`src/rtl/lbu_pkg.sv`:
```
package lbu_pkg;

  typedef enum logic [2:0] {
    OP_CLOOP = 3'd0,
    OP_CTOP  = 3'd1,
    OP_CEXIT = 3'd2,
    OP_WTOP  = 3'd3,
    OP_WEXIT = 3'd4
  } lbu_op_e;

  // One request's decided effect on the state
  typedef struct packed {
    logic taken;
    logic lc_dec;
    logic ec_dec;
    logic rotate;
    logic pred_wr;
    logic pred_val;
  } lbu_act_t;

endpackage

```
`src/rtl/lbu_decide.sv`:
```
module lbu_decide
  import lbu_pkg::*;
#(
  parameter int LC_W = 8,
  parameter int EC_W = 6
) (
  input  logic            br_valid,
  input  logic [2:0]      br_op,
  input  logic            br_qp,
  input  logic [LC_W-1:0] lc,
  input  logic [EC_W-1:0] ec,
  output lbu_act_t        act
);

  logic lc_nz, ec_nz, ec_gt1;
  logic is_pipe, is_cnt, is_top, kern, stay;

  assign lc_nz  = |lc;
  assign ec_nz  = |ec;
  assign ec_gt1 = (ec > EC_W'(1));

  always_comb begin
    is_pipe = 1'b0;
    is_cnt  = 1'b0;
    is_top  = 1'b0;
    case (lbu_op_e'(br_op))
      OP_CTOP:  begin is_pipe = 1'b1; is_cnt = 1'b1; is_top = 1'b1; end
      OP_CEXIT: begin is_pipe = 1'b1; is_cnt = 1'b1; end
      OP_WTOP:  begin is_pipe = 1'b1; is_top = 1'b1; end
      OP_WEXIT: begin is_pipe = 1'b1; end
      default:  ;
    endcase
  end

  assign kern = is_cnt ? lc_nz : br_qp;

  always_comb begin
    act  = '0;
    stay = 1'b0;
    if (br_valid) begin
      if (lbu_op_e'(br_op) == OP_CLOOP) begin
        act.taken  = lc_nz;
        act.lc_dec = lc_nz;
      end else if (is_pipe) begin
        act.pred_wr = 1'b1;
        if (kern) begin
          act.lc_dec   = is_cnt;
          act.rotate   = 1'b1;
          act.pred_val = 1'b1;
          stay         = 1'b1;
        end else if (ec_gt1) begin
          act.ec_dec = 1'b1;
          act.rotate = 1'b1;
          stay       = 1'b1;
        end else if (ec_nz) begin
          act.ec_dec = 1'b1;
          act.rotate = 1'b1;
        end
        act.taken = is_top ? stay : !stay;
      end
    end
  end

endmodule

```
`src/rtl/lbu_cnt.sv`:
```
module lbu_cnt #(
  parameter int W = 8
) (
  input  logic         clk,
  input  logic         rst_n,
  input  logic         wr_en,
  input  logic [W-1:0] wr_data,
  input  logic         dec,
  output logic [W-1:0] q
);

  logic [W-1:0] q_nxt;
  logic         q_en;

  assign q_en = wr_en | dec;

  always_comb begin
    if (wr_en) q_nxt = wr_data;
    else       q_nxt = q - W'(1);
  end

  always_ff @(posedge clk or negedge rst_n) begin
    if (!rst_n)    q <= '0;
    else if (q_en) q <= q_nxt;
  end

  // a countdown never starts from zero
  assert_dec_from_nonzero_R9: assert property (@(posedge clk) disable iff (!rst_n)
    dec |-> (q != '0));

  // a load lands exactly
  assert_load_lands_R11: assert property (@(posedge clk) disable iff (!rst_n)
    wr_en |=> (q == $past(wr_data)));

endmodule

```
`src/rtl/lbu_rot.sv`:
```
module lbu_rot #(
  parameter int SIZE = 8,
  localparam int W = (SIZE > 1) ? $clog2(SIZE) : 1
) (
  input  logic         clk,
  input  logic         rst_n,
  input  logic         rotate,
  output logic [W-1:0] q
);

  localparam logic [W-1:0] LAST = W'(SIZE - 1);

  logic [W-1:0] q_nxt;

  generate
    if ((SIZE & (SIZE - 1)) == 0) begin : g_pow2
      assign q_nxt = q - W'(1);
    end else begin : g_gen
      assign q_nxt = (q == '0) ? LAST : (q - W'(1));
    end
  endgenerate

  always_ff @(posedge clk or negedge rst_n) begin
    if (!rst_n)      q <= '0;
    else if (rotate) q <= q_nxt;
  end

  assert_in_range_R10: assert property (@(posedge clk) disable iff (!rst_n)
    q <= LAST);

  assert_wrap_R10: assert property (@(posedge clk) disable iff (!rst_n)
    (rotate && q == '0) |=> (q == LAST));

endmodule

```
`src/rtl/loop_branch_unit.sv`:
```
module loop_branch_unit
  import lbu_pkg::*;
#(
  parameter int LC_W     = 8,
  parameter int EC_W     = 6,
  parameter int ROT_SIZE = 8,
  localparam int ROT_W   = (ROT_SIZE > 1) ? $clog2(ROT_SIZE) : 1
) (
  input  logic             clk,
  input  logic             rst_n,
  input  logic             br_valid,
  input  logic [2:0]       br_op,
  input  logic             br_qp,
  input  logic             lc_wr_en,
  input  logic [LC_W-1:0]  lc_wr_data,
  input  logic             ec_wr_en,
  input  logic [EC_W-1:0]  ec_wr_data,
  output logic             br_taken,
  output logic [LC_W-1:0]  lc_q,
  output logic [EC_W-1:0]  ec_q,
  output logic [ROT_W-1:0] rot_base,
  output logic             stage_pred
);

  lbu_act_t act;
  logic     pred_nxt;

  lbu_decide #(.LC_W(LC_W), .EC_W(EC_W)) u_decide (
    .br_valid (br_valid),
    .br_op    (br_op),
    .br_qp    (br_qp),
    .lc       (lc_q),
    .ec       (ec_q),
    .act      (act)
  );

  lbu_cnt #(.W(LC_W)) u_lc (
    .clk     (clk),
    .rst_n   (rst_n),
    .wr_en   (lc_wr_en),
    .wr_data (lc_wr_data),
    .dec     (act.lc_dec),
    .q       (lc_q)
  );

  lbu_cnt #(.W(EC_W)) u_ec (
    .clk     (clk),
    .rst_n   (rst_n),
    .wr_en   (ec_wr_en),
    .wr_data (ec_wr_data),
    .dec     (act.ec_dec),
    .q       (ec_q)
  );

  lbu_rot #(.SIZE(ROT_SIZE)) u_rot (
    .clk    (clk),
    .rst_n  (rst_n),
    .rotate (act.rotate),
    .q      (rot_base)
  );

  assign br_taken = act.taken;
  assign pred_nxt = act.pred_val;

  always_ff @(posedge clk or negedge rst_n) begin
    if (!rst_n)           stage_pred <= 1'b0;
    else if (act.pred_wr) stage_pred <= pred_nxt;
  end

  // Checks formed at the ports
  logic op_pipe, op_cnt, kern_chk;
  assign op_pipe  = (br_op >= 3'd1) && (br_op <= 3'd4);
  assign op_cnt   = (br_op == 3'd1) || (br_op == 3'd2);
  assign kern_chk = op_cnt ? (lc_q != '0) : br_qp;

  assert_idle_not_taken_R2: assert property (@(posedge clk) disable iff (!rst_n)
    (!br_valid || br_op > 3'd4) |-> !br_taken);

  assert_cloop_zero_hold_R4: assert property (@(posedge clk) disable iff (!rst_n)
    (br_valid && br_op == 3'd0 && lc_q == '0 && !lc_wr_en) |=> $stable(lc_q));

  assert_kernel_pred_R6: assert property (@(posedge clk) disable iff (!rst_n)
    (br_valid && op_pipe && kern_chk) |=> stage_pred);

  assert_ec_zero_hold_R9: assert property (@(posedge clk) disable iff (!rst_n)
    (br_valid && op_pipe && !kern_chk && ec_q == '0 && !ec_wr_en)
      |=> (ec_q == '0 && $stable(rot_base) && !stage_pred));

endmodule

```
`config.mk`:
```
export PLATFORM = sky130hd
export DESIGN_NAME = loop_branch_unit
export DESIGN_NICKNAME = d
export VERILOG_FILES = /design/src/rtl/lbu_pkg.sv /design/src/rtl/lbu_decide.sv /design/src/rtl/lbu_cnt.sv /design/src/rtl/lbu_rot.sv /design/src/rtl/loop_branch_unit.sv
export SDC_FILE = /design/constraint.sdc
export NUM_CORES = 1
export LEC_CHECK = 0
export BUFFER_PORTS_ARGS = -buffer_cell sky130_fd_sc_hd__buf_2
export CAP_MARGIN = 25
export CORE_AREA = 2 2 62 46
export CTS_CLUSTER_DIAMETER = 60
export DETAILED_ROUTE_END_ITERATION = 10
export DIE_AREA = 0 0 64 48
export GPL_ROUTABILITY_DRIVEN = 1
export PLACE_DENSITY_LB_ADDON = 0.1
export SYNTH_ARGS = -nofsm -noshare
export SYNTH_HDL_FRONTEND = slang
export SYNTH_HIERARCHICAL = 1
export SYNTH_SLANG_ARGS = --single-unit
```
`constraint.sdc`:
```
create_clock -name clk -period 7.1 [get_ports clk]
set_input_delay 1.42 -clock clk [delete_from_list [all_inputs] [get_ports clk]]
set_output_delay 1.42 -clock clk [all_outputs]
set_load 0.005 [all_outputs]
```
# ---- Word level (Yosys, flattened, before mapping)
# Cells that the tools add are included.
dict set report op_classes {
  eq_ne 4
  n_mux 22
  reduce_logical 7
  bitwise 2
  magnitude_cmp 1
  add_sub_neg 3
}
# operator n
set op_table {}
lappend op_table {{6-bit two-way mux} 3}
lappend op_table {{1-bit two-way mux} 14}
lappend op_table {{8-bit two-way mux} 1}
lappend op_table {{8-bit OR reduction} 1}
lappend op_table {{8-bit by 1-bit subtractor with 8-bit output (second input constant)} 1}
lappend op_table {{3-bit by 2-bit equality test with 1-bit output (second input constant)} 2}
lappend op_table {{6-bit by 1-bit greater-than comparator with 1-bit output (second input constant)} 1}
lappend op_table {{2-bit two-way mux} 3}
lappend op_table {{6-bit OR reduction} 1}
lappend op_table {{6-bit by 1-bit subtractor with 6-bit output (second input constant)} 1}
lappend op_table {{4-bit two-way mux} 1}
lappend op_table {{2-bit OR reduction} 2}
lappend op_table {{4-bit OR reduction} 1}
lappend op_table {{3-bit by 1-bit equality test with 1-bit output (second input constant)} 1}
lappend op_table {{3-bit equality test (second input constant)} 1}
lappend op_table {{3-bit zero test} 1}
lappend op_table {{3-bit by 1-bit subtractor with 3-bit output (second input constant)} 1}
lappend op_table {{1-bit OR} 2}
lappend op_table {{1-bit zero test} 1}
dict set report totals {
  reg_bits 18
  out_inout_bits 19
  word_cells 43
}

# ---- Logic depth before layout (Yosys ltp)
# Gate-level depths: netlist of the first run.
dict set report logic_depth {
  ltp_word 14
  depth_mapped 7
  mapped_depth_nobuf 7
}

# ---- Modules after synthesis
# The synthesis of the first run kept the hierarchy.
# module cells_per_inst seq_area_each_um2 instances area_each_um2
set modules_own_cells {}
lappend modules_own_cells {{lbu_cnt at u_lc} 53 200.2 1 466.7}
lappend modules_own_cells {{lbu_cnt at u_ec} 36 150.1 1 346.6}
lappend modules_own_cells {lbu_decide 31 0.0 1 210.2}
lappend modules_own_cells {lbu_rot 10 75.1 1 126.4}
lappend modules_own_cells {loop_branch_unit 2 25.0 1 40.0}

# ---- Worst setup path after synthesis of the first run
# No wires, ideal clock.
dict set report synth_timing {
  kind {input port to output port}
  from {input br_op[2]}
  to {output br_taken}
  t_arrival_ns 2.262
  path_buffers 0
  path_stages 4
  required_time_ns 5.680
  slack_ns 3.418
  cell_sequence {inv_1 or4_1 a2bb2oi_1 a31oi_1}
}
dict set report synth_via {
  elab_chain_len 13
  word_cells_on_any_way 21
  cone_classes {4 x eq/ne; 12 x mux; 5 x reduce/logical}
}
# item line_no
set synth_rtl {}
lappend synth_rtl {{start: declaration} loop_branch_unit.sv:12} ;# input logic [2:0] br_op,
lappend synth_rtl {{3-bit by 1-bit equality test with 1-bit output or 3-bit by 2-bit equality test with 1-bit output (tied branches)} lbu_decide.sv:26} ;# case (lbu_op_e'(br_op))
lappend synth_rtl {{2-bit OR reduction (no line)} -}
lappend synth_rtl {{1-bit two-way mux} lbu_decide.sv:26}
lappend synth_rtl {{1-bit two-way mux} lbu_decide.sv:35} ;# assign kern = is_cnt ? lc_nz : br_qp;
lappend synth_rtl {{1-bit two-way mux} lbu_decide.sv:46} ;# if (kern) begin
lappend synth_rtl {{1-bit two-way mux} lbu_decide.sv:44} ;# end else if (is_pipe) begin
lappend synth_rtl {{1-bit two-way mux} lbu_decide.sv:41} ;# if (lbu_op_e'(br_op) == OP_CLOOP) begin
lappend synth_rtl {{1-bit two-way mux} lbu_decide.sv:40} ;# if (br_valid) begin
lappend synth_rtl {{1-bit zero test} lbu_decide.sv:59} ;# act.taken = is_top ? stay : !stay;
lappend synth_rtl {{1-bit two-way mux} lbu_decide.sv:59}
lappend synth_rtl {{6-bit two-way mux} lbu_decide.sv:44}
lappend synth_rtl {{2-bit two-way mux *} lbu_decide.sv:41}
lappend synth_rtl {{6-bit two-way mux *} lbu_decide.sv:40}
lappend synth_rtl {{end: declaration} loop_branch_unit.sv:18} ;# output logic br_taken,
# Every way passes the cells marked *; elsewhere a longest branch is shown, timed or not. The select of a mux whose other input is x is not followed.

# ---- Worst setup path in the final report of the first run
# Same ends and word-level chain as after synthesis.

==> results of run 1 <==
[critical path: cells and delay by family]
kind | cells | cell delay, ns
AOI/OAI and AO/OA | 2 | 0.27
and+or+nand+nor | 1 | 0.53
buffers and inverters | 3 | 0.31
[flip-flops by register name, indices dropped and copies added, names as in the netlist]
signal      cells
u_lc/q          8
u_rot/q         3
u_ec/q          6
stage_pred      1
[metrics by stage]
step | cells | area (µm²) | util, %
final | 207 | 1450 | 59.8
after global routing | 207 | 1450 | 59.8
after global placement | 204 | 1430 | 58.9
after CTS | 207 | 1450 | 59.8
after floorplan | 132 | 1190 | -
after detailed placement | 204 | 1430 | 58.9
[area by class of cell]
class | count | area, µm² | share of cell area [%]
repair buffers | 41 | 205 | 14.2
clock buffers | 3 | 22.5 | 1.55
flip-flops and latches | 18 | 450 | 31.1
inverters | 11 | 41.3 | 2.85
multi-input cells | 100 | 687 | 47.4
well taps | 34 | 42.5 | 2.94
[kinds of logic (layout without fill, tap and decap cells)]
family,Yosys count,count (layout),share of synthesized area (%)
AO/OA/AOI/OAI,23,23,11.3
adder cells (fa/ha/maj),3,3,3.15
flip-flops,18,18,37.9
multiplexers,3,3,2.94
AND/OR/NAND/NOR,60,60,32.3
XOR/XNOR,11,11,8.10
buffers and inverters,14,55,4.42
[worst min path at each step]
stage               slack, ns  startpoint  cells after the start         end
finish                   0.48  u_rot/q[2]                      1  u_rot/q[2]
global route             0.50  u_rot/q[2]                      1  u_rot/q[2]
CTS                      0.48  u_rot/q[2]                      1  u_rot/q[2]
detailed placement       0.47  u_rot/q[2]                      1  u_rot/q[2]
global placement         0.45  u_rot/q[2]                      1  u_rot/q[2]
floorplan                0.47  u_rot/q[2]                      1  u_rot/q[2]
[layer usage]
layer / track usage [%] / share of wire, % / vias to the layer above
met2: 30.0 / 45 / 25
met3: 4.94 / 5.5 / 5
met4: 6.52 / 0.97 / 0
met1: 23.5 / 49 / 488
li1: - / - / 545
met5: 0 / 0 / -
[cell usage in the layout, fill, tap and decap left out, types with 4 or more instances in the layout]
cell type   n
nand2_1    21
inv_1      11
buf_2      41
xor2_1      4
dfrtp_1    18
xnor2_1     7
o21ai_0    11
nand3_1     6
nor2_1      7
[power groups by stage]
stage | combinational (mW) | clock [mW] | sequential (mW)
6_report | 0.0855 | 0.0508 | 0.144
5_1_grt | 0.0960 | 0.0596 | 0.147
4_1_cts | 0.0861 | 0.0537 | 0.144
3_5_place_dp | 0.0855 | 0 | 0.146
3_3_place_gp | 0.0813 | 0 | 0.145
2_1_floorplan | 0.0473 | 0 | 0.145
==> run metrics, run 1 <==
status completed; most used cell, CP buf_2; pre-CTS setup slack ~3.2 ns; ant diodes 0; worst r2r src u_lc/q[0]; Initial DRT Pass Iterations 4; wire per inst about 13 µm; Fillers between 200 and 250; antenna violations before repair 0; CTS tree built; Net Sw Power roughly 0.096 mW; DRT antenna net count 0; worst path cell trace buf_2, inv_1, or4_1, a2bb2oi_1, a31oi_1, buf_2; average cell area after synthesis between 9 and 10 µm²; Post-CTS Resized 0; synth cell count leaders nand2_1 (21), dfrtp_1 (18), inv_1 (11), o21ai_0 (11); worst setup path end br_taken; Final setup viols 0; Sw Ratio 34.1%; Startpoint Class input pin; cell count after synthesis approximately 130; fin crit share between 50% and 60%; die area slightly above 3000 µm²; Min Hold Slack between 0.4 and 0.5 ns; GRT Total Usage between 10% and 20%; final wirelength ~2700 µm; post-CTS setup repair buffer count 0; FMAX around 0.25 GHz; die height between 40 and 50 µm; Worst path slowest cell or4_1; Root Driver clkbuf_4; synthesized flop and latch total 18; hpwl dp ~2000 µm; VDD IR max slightly below 0.09 mV; Total Power between 0.2 and 0.3 mW; r2r setup slk 4.44 ns; fin nets ~200; RD Place Congestion about 0.8; Critical Path Sink Type output port; Initial Util roughly half; Port Buf Inserts a little over 40; crit-path max cell delay ~0.53 ns; vias in the first global route approximately 970; WP data arrival ~2.5 ns; # IOs between 40 and 50; grt total ovfl 0; Leak 0.686 nW; ys async rst share 100%; # DRC 0; Synth warnings 6; num rows 15; Max-slew headroom ~48%; top post-synthesis cells by area dfrtp_1 (38%), nand2_1 (6.6%), xnor2_1 (5.2%); Max Cap Viol 0; clock buffer depth 2; first-pass GRT wire length about 4200 µm; post-route setup slack 3.15 ns; clock latency on the worst-skew pair 0.29 ns; worst reg-to-reg path cell count 7; Sink Count 18; CP max FO 6; core footprint about 2400 µm²; pin count of the biggest net entering global routing 20; Clock transition at path regs around 0.1 ns; synth unique cells 38; initial DRC count 56; P_int approximately 0.18 mW; Critical Setup Path Class input pin to output port; register area share after synthesis 37.9%; clock power share 18.1%; Synthesized Nets roughly 160; Clock H-tree levels 1; reg-to-reg critical path endpoint u_ec/q[5]; P&R area growth vs syn 21.8%; dominant cell type by area after synthesis dfrtp_1; Reg power frac approximately half; count of pins over their slew limit 0; Worst Hold Class flip-flop to flip-flop; Critical Path Source br_op[2]; via-per-instance ratio about 5.1; count leader, synth nand2_1; share of cells above drive strength 1 30.6%; power per cell area just under 200 nW/µm²; final setup TNS 0 ns; Least-Margin Pin Slew between 0.7 and 0.8 ns; worst endpoint required time ~5.7 ns; Horiz. Die Dim roughly 64 µm; combinational power share 30.5%; final hold violation count 0; top cell type's share of synthesized area 37.9%; Final min period 3.95 ns; CTS Buf Count 3; post-synthesis cell area roughly 1200 µm²; ys flop type dfrtp_1; vias between 1000 and 1500; Fin Clk Skew 0.00302 ns; EDFF count, synth 0; RSZ-0062 raised after global routing false; hold bufs inserted after CTS 0
No activity file was read; power rests on OpenSTA's default activity.
==> inputs of run 2 (changes only) <==
--- a/config.mk
+++ b/config.mk
@@ -5,12 +5,13 @@
 export SDC_FILE = /design/constraint.sdc
 export NUM_CORES = 1
 export LEC_CHECK = 0
+export ABC_AREA = 1
 export BUFFER_PORTS_ARGS = -buffer_cell sky130_fd_sc_hd__buf_2
 export CAP_MARGIN = 25
-export CORE_AREA = 2 2 62 46
+export CORE_AREA = 2 2 68 51
 export CTS_CLUSTER_DIAMETER = 60
 export DETAILED_ROUTE_END_ITERATION = 10
-export DIE_AREA = 0 0 64 48
+export DIE_AREA = 0 0 70 53
 export GPL_ROUTABILITY_DRIVEN = 1
 export PLACE_DENSITY_LB_ADDON = 0.1
 export SYNTH_ARGS = -nofsm -noshare
==> constraint.sdc (replaced) <==
create_clock -name clk -period 3.35 [get_ports clk]
set_input_delay 0.67 -clock clk [delete_from_list [all_inputs] [get_ports clk]]
set_output_delay 0.67 -clock clk [all_outputs]
set_load 0.005 [all_outputs]
==> run 2 against run 1 <==
Effect of this change:
- clock skew rose by 0.0042 ns
- core utilization shrank 5.8 points
- clock power grew to 3.5 times the previous value
- die area up 21%
- count of clock-buffer cells in the layout up 1
- setup slack worse by 2.1 ns
==> run metrics, run 2 <==
share of cells above drive strength 1 38.6% (was 30.6%); Port Buf Inserts 41 (unchanged); fin nets 250 (was 201); Clock transition at path regs 0.07 ns (was 0.10 ns); ys flop type dfrtp_1 (unchanged); # DRC 0 (unchanged); top post-synthesis cells by area dfrtp_1 (33%), nand2_1 (12%), inv_1 (5.6%) (was dfrtp_1 (38%), nand2_1 (6.6%), xnor2_1 (5.2%)); status completed (unchanged); cell area after placement 1580 µm² (was 1430 µm²); dominant cell type by area after synthesis dfrtp_1 (unchanged); post-synthesis cell area 1350 µm² (was 1190 µm²); hold bufs inserted after CTS 0 (unchanged); dpl cells 257 (was 204); Root Driver clkbuf_8 (was clkbuf_4); Synth Area in XOR/XNOR 1.30% (was 8.10%); Fillers 309 (was 230); P&R area growth vs syn 21.2% (was 21.8%); GRT Total Usage 18.5% (was 18.1%); FMAX ~0.43 GHz; CTS tree built (unchanged); commonest non-fill, non-tap cell in the layout nand2_1 (was buf_2); antenna violations before repair 0 (unchanged); average cell area after synthesis 7.48 µm² (was 9.01 µm²); Sink Count 18 (unchanged); ant diodes 0 (unchanged); Final min period ~2.3 ns; synth cell count leaders nand2_1 (42), inv_1 (20), dfrtp_1 (18) (was nand2_1 (21), dfrtp_1 (18), inv_1 (11), o21ai_0 (11)); Compound-Gate Fraction of Synth Area 13.5% (was 11.3%); power per cell area 433 nW/µm² (was 193 nW/µm²); vias in the first global route 1236 (was 967); Critical Path Sink Type output port (unchanged); Initial Util 44.6% (was 49.1%); # IOs 42 (unchanged); fin crit share between 60% and 70%; Worst Hold Class input pin to asynchronous set/reset pin (was flip-flop to flip-flop); most frequent cells in the layout nand2_1 (42), buf_2 (41), inv_1 (20) (was buf_2 (41), nand2_1 (21), dfrtp_1 (18)); Fin Clk Skew 0.00723 ns (was 0.00302 ns); final core utilization 54.0% (was 59.8%); max reg flops 8 (unchanged); die area 3710 µm² (was 3070 µm²); Least-Margin Pin Slew 0.584 ns (was 0.772 ns); post-synthesis mux area share 0% (was 2.94%); finished layout cell area 1630 µm² (was 1450 µm²); pin count of the biggest net entering global routing 19 (was 20); count of pins over their slew limit 0 (unchanged); Layout Cells excl Fill 261 (was 207); Post-CTS Resized 0 (unchanged); RSZ-0062 raised after global routing false (unchanged); WP data arrival 1.65 ns (was 2.53 ns); top cell type's share of synthesized area 33.5% (was 37.9%); final hold violation count 0 (unchanged); post-CTS setup repair buffer count 0 (unchanged); RD Place Congestion 0.876 (was 0.792); Final setup viols 0 (unchanged); cell count after synthesis 180 (was 132); fraction of the mapped netlist area in adder cells 2.79% (was 3.15%); register area share after synthesis 33.5% (was 37.9%); Synthesized Nets 206 (was 158); wire per inst 12.3 µm (was 12.9 µm); Max Cap Viol 0 (unchanged); Leak 0.864 nW (was 0.686 nW); vias 1321 (was 1063); worst endpoint required time 2.68 ns (was 5.68 ns); final setup TNS 0 ns (unchanged); clock latency on the worst-skew pair 0.26 ns (was 0.29 ns); Largest regs u_lc/q x8, u_ec/q x6, u_rot/q x3 (unchanged); CP max FO 5 (was 6); Clock H-tree levels 1 (unchanged); Horiz. Die Dim 70 µm (was 64 µm); ys async rst share 100% (unchanged); main combinational cell family by area after synthesis simple AND/OR/NAND/NOR gates (unchanged); simple-gate share of the synthesized area 37.5% (was 32.3%); hpwl dp 2550 µm (was 2000 µm); Max-slew headroom 60.7% (was 48.4%); VDD IR max 0.237 mV (was 0.0873 mV); Min Hold Slack 0.340 ns (was 0.475 ns); core footprint 3020 µm² (was 2420 µm²); EDFF count, synth 0 (unchanged); count leader, synth nand2_1 (unchanged); clock buffer depth 2 (unchanged); Largest Register u_lc/q (unchanged); via-per-instance ratio 5.06 (was 5.14); grt total ovfl 0 (unchanged); first-pass GRT wire length 5350 µm (was 4190 µm); r2r setup slk 1.31 ns (was 4.44 ns); synth unique cells 34 (was 38); Startpoint Class input pin (unchanged); Critical Setup Path Class input pin to output port (unchanged); num rows 17 (was 15); Initial DRT Pass Iterations 5 (was 4); final wirelength 3200 µm (was 2680 µm); DRT antenna net count 0 (unchanged); CTS Buf Count 3 (unchanged); Synth warnings 6 (unchanged); initial DRC count 61 (was 56); synthesized flop and latch total 18 (unchanged); die height 53 µm (was 48 µm)
run 2: cell count changes in the layout (fill, tap and decap cells not counted), moves of 4 or more:
cell / delta
nand2_2: +7
o21ai_0: -10
a22oi_1: +4
xnor2_1: -6
clkbuf_8: +4
nor2_1: +8
a22oi_2: +5
nand2_1: +21
nand3_1: +9
nor2_4: +4
inv_2: +9
inv_1: +9
run 2: cell families (layout without fill, tap and decap cells):
family,Yosys count,after routing
AOI/OAI and AO/OA,23,23
adders and majority gates,3,3
and+or+nand+nor,99,99
DFF,18,18
xor gates and xnor gates,2,2
buffers and inverters,35,78
run 2: metrics by stage:
step	power (mW)	worst slack, ns
after detailed placement	0.532	0.999
after global routing	0.765	0.883
after floorplan	0.443	1.30
final	0.706	1.03
after global placement	0.522	1.07
after CTS	0.715	1.01
run 2: cell type report:
cell class | count | area (µm²) | area share (%)
sequential | 18 | 450 | 27.6
clock buffer | 4 | 55.1 | 3.37
timing repair buffer | 41 | 205 | 12.6
multi-input combinational | 127 | 741 | 45.4
inverter | 33 | 133 | 8.13
tap | 38 | 47.5 | 2.91
run 2: power breakdown:
| group | switching, mW | leakage, nW | total, mW | internal, mW |
|---|---|---|---|---|
| clock network | 0.0756 | 0.0288 | 0.180 | 0.104 |
| logic | 0.129 | 0.618 | 0.228 | 0.0991 |
| registers | 0.0433 | 0.217 | 0.298 | 0.255 |
| total | 0.248 | 0.864 | 0.706 | 0.459 |
run 2: final timing paths:
check | start | to | cells past startpoint
worst max-delay path | br_op[0] | br_taken | 11
worst min-delay path | rst_n | stage_pred | 1
worst max register to register | u_lc/q[3] | u_ec/q[4] | 10
worst min register to register | stage_pred | stage_pred | 2
max in group asynchronous | rst_n | u_lc/q[7] | 1
min in group clk | stage_pred | stage_pred | 2
run 2: per-layer routing:
metal / wire length, µm / global-route usage [%] / vias to the layer above / part of all wire (%)
li1: - / - / 664 / -
met1: 1470 / 22.7 / 615 / 46
met2: 1520 / 32.2 / 40 / 48
met3: 198 / 5.71 / 2 / 6.2
met4: 14 / 4.49 / 0 / 0.44
met5: 0 / 0 / - / 0
run 2: critical path, stage by stage:
cell	delay, ns
buf_2	0.11
inv_2	0.08
nand3_2	0.12
nand2_2	0.10
nand2_1	0.07
nand2_2	0.10
nand2_2	0.06
nand2_2	0.06
nand3_2	0.06
a21oi_2	0.11
buf_2	0.12
==> inputs of run 3 (changes only) <==
--- a/config.mk
+++ b/config.mk
@@ -5,13 +5,13 @@
 export SDC_FILE = /design/constraint.sdc
 export NUM_CORES = 1
 export LEC_CHECK = 0
-export ABC_AREA = 1
+export ABC_AREA = 0
 export BUFFER_PORTS_ARGS = -buffer_cell sky130_fd_sc_hd__buf_2
 export CAP_MARGIN = 25
-export CORE_AREA = 2 2 68 51
+export CORE_AREA = 2 2 62 47
 export CTS_CLUSTER_DIAMETER = 60
 export DETAILED_ROUTE_END_ITERATION = 10
-export DIE_AREA = 0 0 70 53
+export DIE_AREA = 0 0 64 49
 export GPL_ROUTABILITY_DRIVEN = 1
 export PLACE_DENSITY_LB_ADDON = 0.1
 export SYNTH_ARGS = -nofsm -noshare
==> constraint.sdc (replaced) <==
create_clock -name clk -period 2.25 [get_ports clk]
set_input_delay 0.45 -clock clk [delete_from_list [all_inputs] [get_ports clk]]
set_output_delay 0.45 -clock clk [all_outputs]
set_load 0.005 [all_outputs]
==> run 3 against run 2 <==
Effect of this change:
- the run now ends with setup timing left
- global-route usage up 1.4 points
- total power up 38%
- routed wire length down 7.8%
- critical path depth shrank 6
- sequential share of layout area grew 0.37 points
- cell count fell by 14%
- die area fell by 15%
- setup slack worse by 1.1 ns
- flip-flop and latch count did not move
==> run metrics, run 3 (synthesis results as in run 1) <==
die height 49 µm (was 53 µm); worst r2r src u_lc/q[5] (was u_lc/q[3]); Sink Count 18 (unchanged); Startpoint Class flip-flop (was input pin); wire per inst 13.2 µm (was 12.3 µm); Initial Util 46.1% (was 44.6%); worst reg-to-reg path cell count 9 (was 10); pin count of the biggest net entering global routing 20 (was 19); Port Buf Inserts 41 (unchanged); Critical Setup Path Class flip-flop to output port (was input pin to output port); Clock H-tree levels 1 (unchanged); Fin Clk Skew 0.0129 ns (was 0.00723 ns); Root Driver clkbuf_4 (was clkbuf_8); Worst Hold Class input pin to asynchronous set/reset pin (unchanged); core footprint 2580 µm² (was 3020 µm²); Worst path slowest cell or4_1 (was nand3_2); # IOs 42 (unchanged); Least-Margin Pin Slew 0.432 ns (was 0.584 ns); Final setup viols 1 (was 0); CP max FO 2 (was 5); CTS Buf Count 3 (unchanged); # DRC 0 (unchanged); ant diodes 0 (unchanged); Largest Register u_lc/q (unchanged); Final min period about 2.4 ns; count of pins over their slew limit 0 (unchanged); r2r setup slk 0.03 ns (was 1.31 ns); final setup TNS -0.114 ns (was 0 ns); num rows 16 (was 17); via-per-instance ratio 5.15 (was 5.06); max reg flops 8 (unchanged); crit-path max cell delay 0.47 ns (was 0.12 ns); power per cell area 601 nW/µm² (was 433 nW/µm²); most frequent cells in the layout buf_2 (41), nand2_1 (21), dfrtp_1 (16) (was nand2_1 (42), buf_2 (41), inv_1 (20)); clock latency on the worst-skew pair 0.30 ns (was 0.26 ns); RSZ-0062 raised after global routing true (was false); clock buffer depth 2 (unchanged); final hold violation count 0 (unchanged); hpwl dp 2120 µm (was 2550 µm); Max-slew headroom 71.2% (was 60.7%); first-pass GRT wire length 4930 µm (was 5350 µm); Max Cap Viol 0 (unchanged); FMAX about 0.42 GHz; RD Place Congestion 0.855 (was 0.876); VDD IR max 0.464 mV (was 0.237 mV); vias 1154 (was 1321); grt total ovfl 0 (unchanged); CTS tree built (unchanged); pre-CTS setup slack 0.145 ns (was 0.999 ns); status complete, but fails checks (was completed); vias in the first global route 1080 (was 1236); antenna violations before repair 0 (unchanged); commonest non-fill, non-tap cell in the layout buf_2 (was nand2_1); fin crit share 105%; Horiz. Die Dim 64 µm (was 70 µm); failing checks setup timing; Critical Path Sink Type output port (unchanged); P&R area growth vs syn 36.1% (was 21.2%); post-route setup slack -0.114 ns (was 1.03 ns); share of cells above drive strength 1 38.8% (was 38.6%); worst path cell trace nor4_4, nand2_2, or4_1, a31oi_1, buf_2 (was buf_2, inv_2, nand3_2, nand2_2, nand2_1, nand2_2, nand2_2, nand2_2, nand3_2, a21oi_2, buf_2); reg-to-reg critical path endpoint u_ec/q[5] (was u_ec/q[4]); Clock transition at path regs 0.12 ns (was 0.07 ns); GRT Total Usage 19.9% (was 18.5%); fin nets 215 (was 250); WP data arrival 1.91 ns (was 1.65 ns); final wirelength 2950 µm (was 3200 µm); worst endpoint required time 1.80 ns (was 2.68 ns); Initial DRT Pass Iterations 4 (was 5); Leak 0.766 nW (was 0.864 nW); initial DRC count 55 (was 61); Largest regs u_lc/q x8, u_ec/q x6, u_rot/q x3 (unchanged); die area 3140 µm² (was 3710 µm²); DRT antenna net count 0 (unchanged); Fillers 220 (was 309)
-- run 3: cell types whose count changed in the layout (fill, tap and decap cells not counted), moves of 4 or more --
cell     change
a22oi_1      -4
a22oi_2      -5
buf_4       +13
inv_1        -9
inv_2        -9
nand2_1     -21
nand2_2      -7
nand3_1      -9
nor2_1       -8
nor2_4       -4
o21ai_0      +9
xnor2_1      +6
-- run 3: worst max-delay path: cells and delay by family (launching register included) --
| kind | cells | cell delay (ns) |
|---|---|---|
| AOI/OAI and AO/OA | 1 | 0.17 |
| DFF | 1 | 0.44 |
| and+or+nand+nor | 3 | 0.89 |
| buffers and inverters | 1 | 0.13 |
-- run 3: power breakdown --
| group | switching [mW] | internal (mW) | total (mW) | leakage [nW] |
|---|---|---|---|---|
| Combinational | 0.155 | 0.170 | 0.325 | 0.529 |
| Sequential | 0.0638 | 0.381 | 0.444 | 0.216 |
| Clock | 0.105 | 0.0986 | 0.204 | 0.0210 |
| Total | 0.324 | 0.650 | 0.974 | 0.766 |
-- run 3: metal layers --
metal	vias up	routed length, µm	global-route usage, %
met4	0	12	3.62
met1	535	1430	28.4
met5	-	0	0
li1	576	-	-
met2	41	1300	30.9
met3	2	203	4.62
-- run 3: how the worst max path moves through the flow --
stage / start / depth (start not counted) / slack [ns] / end
2_1_floorplan: u_lc/q[1] / 7 / 0.14 / u_ec/q[5]
3_3_place_gp: u_lc/q[5] / 5 / 0.17 / br_taken
3_5_place_dp: u_lc/q[5] / 5 / 0.15 / br_taken
4_1_cts: u_lc/q[2] / 5 / -0.08 / br_taken
5_1_grt: u_lc/q[2] / 5 / -0.27 / br_taken
6_report: u_lc/q[5] / 5 / -0.11 / br_taken
-- run 3: repair_timing --
action	in CTS	in global routing
buffers inserted	5	4
endpoints found under the setup margin	1	4
hold buffers	0	0
resized for setup	2	8
pin swaps	5	5
endpoints found under the hold margin	0	0
-- run 3: area by class of cell --
cell class	count	area, µm²	share of cell area, %
Tap cell	36	45.0	2.78
Multi-Input combinational cell	100	729	45.1
Clock buffer	4	36.3	2.24
Inverter	11	41.3	2.55
Timing Repair Buffer	55	314	19.4
Sequential cell	18	453	28.0
-- run 3: stage by stage --
step           std cells  hold WS, ns  utilization [%]  power [mW]  area, µm²
4_1_cts              220       0.0796             59.9       0.968       1550
6_report             224       0.0691             62.7       0.974       1620
5_1_grt              224       0.0823             62.7        1.05       1620
3_5_place_dp         211        0.417             57.0       0.748       1470
3_3_place_gp         211        0.412             57.0       0.733       1470
2_1_floorplan        132        0.154                -       0.608       1190
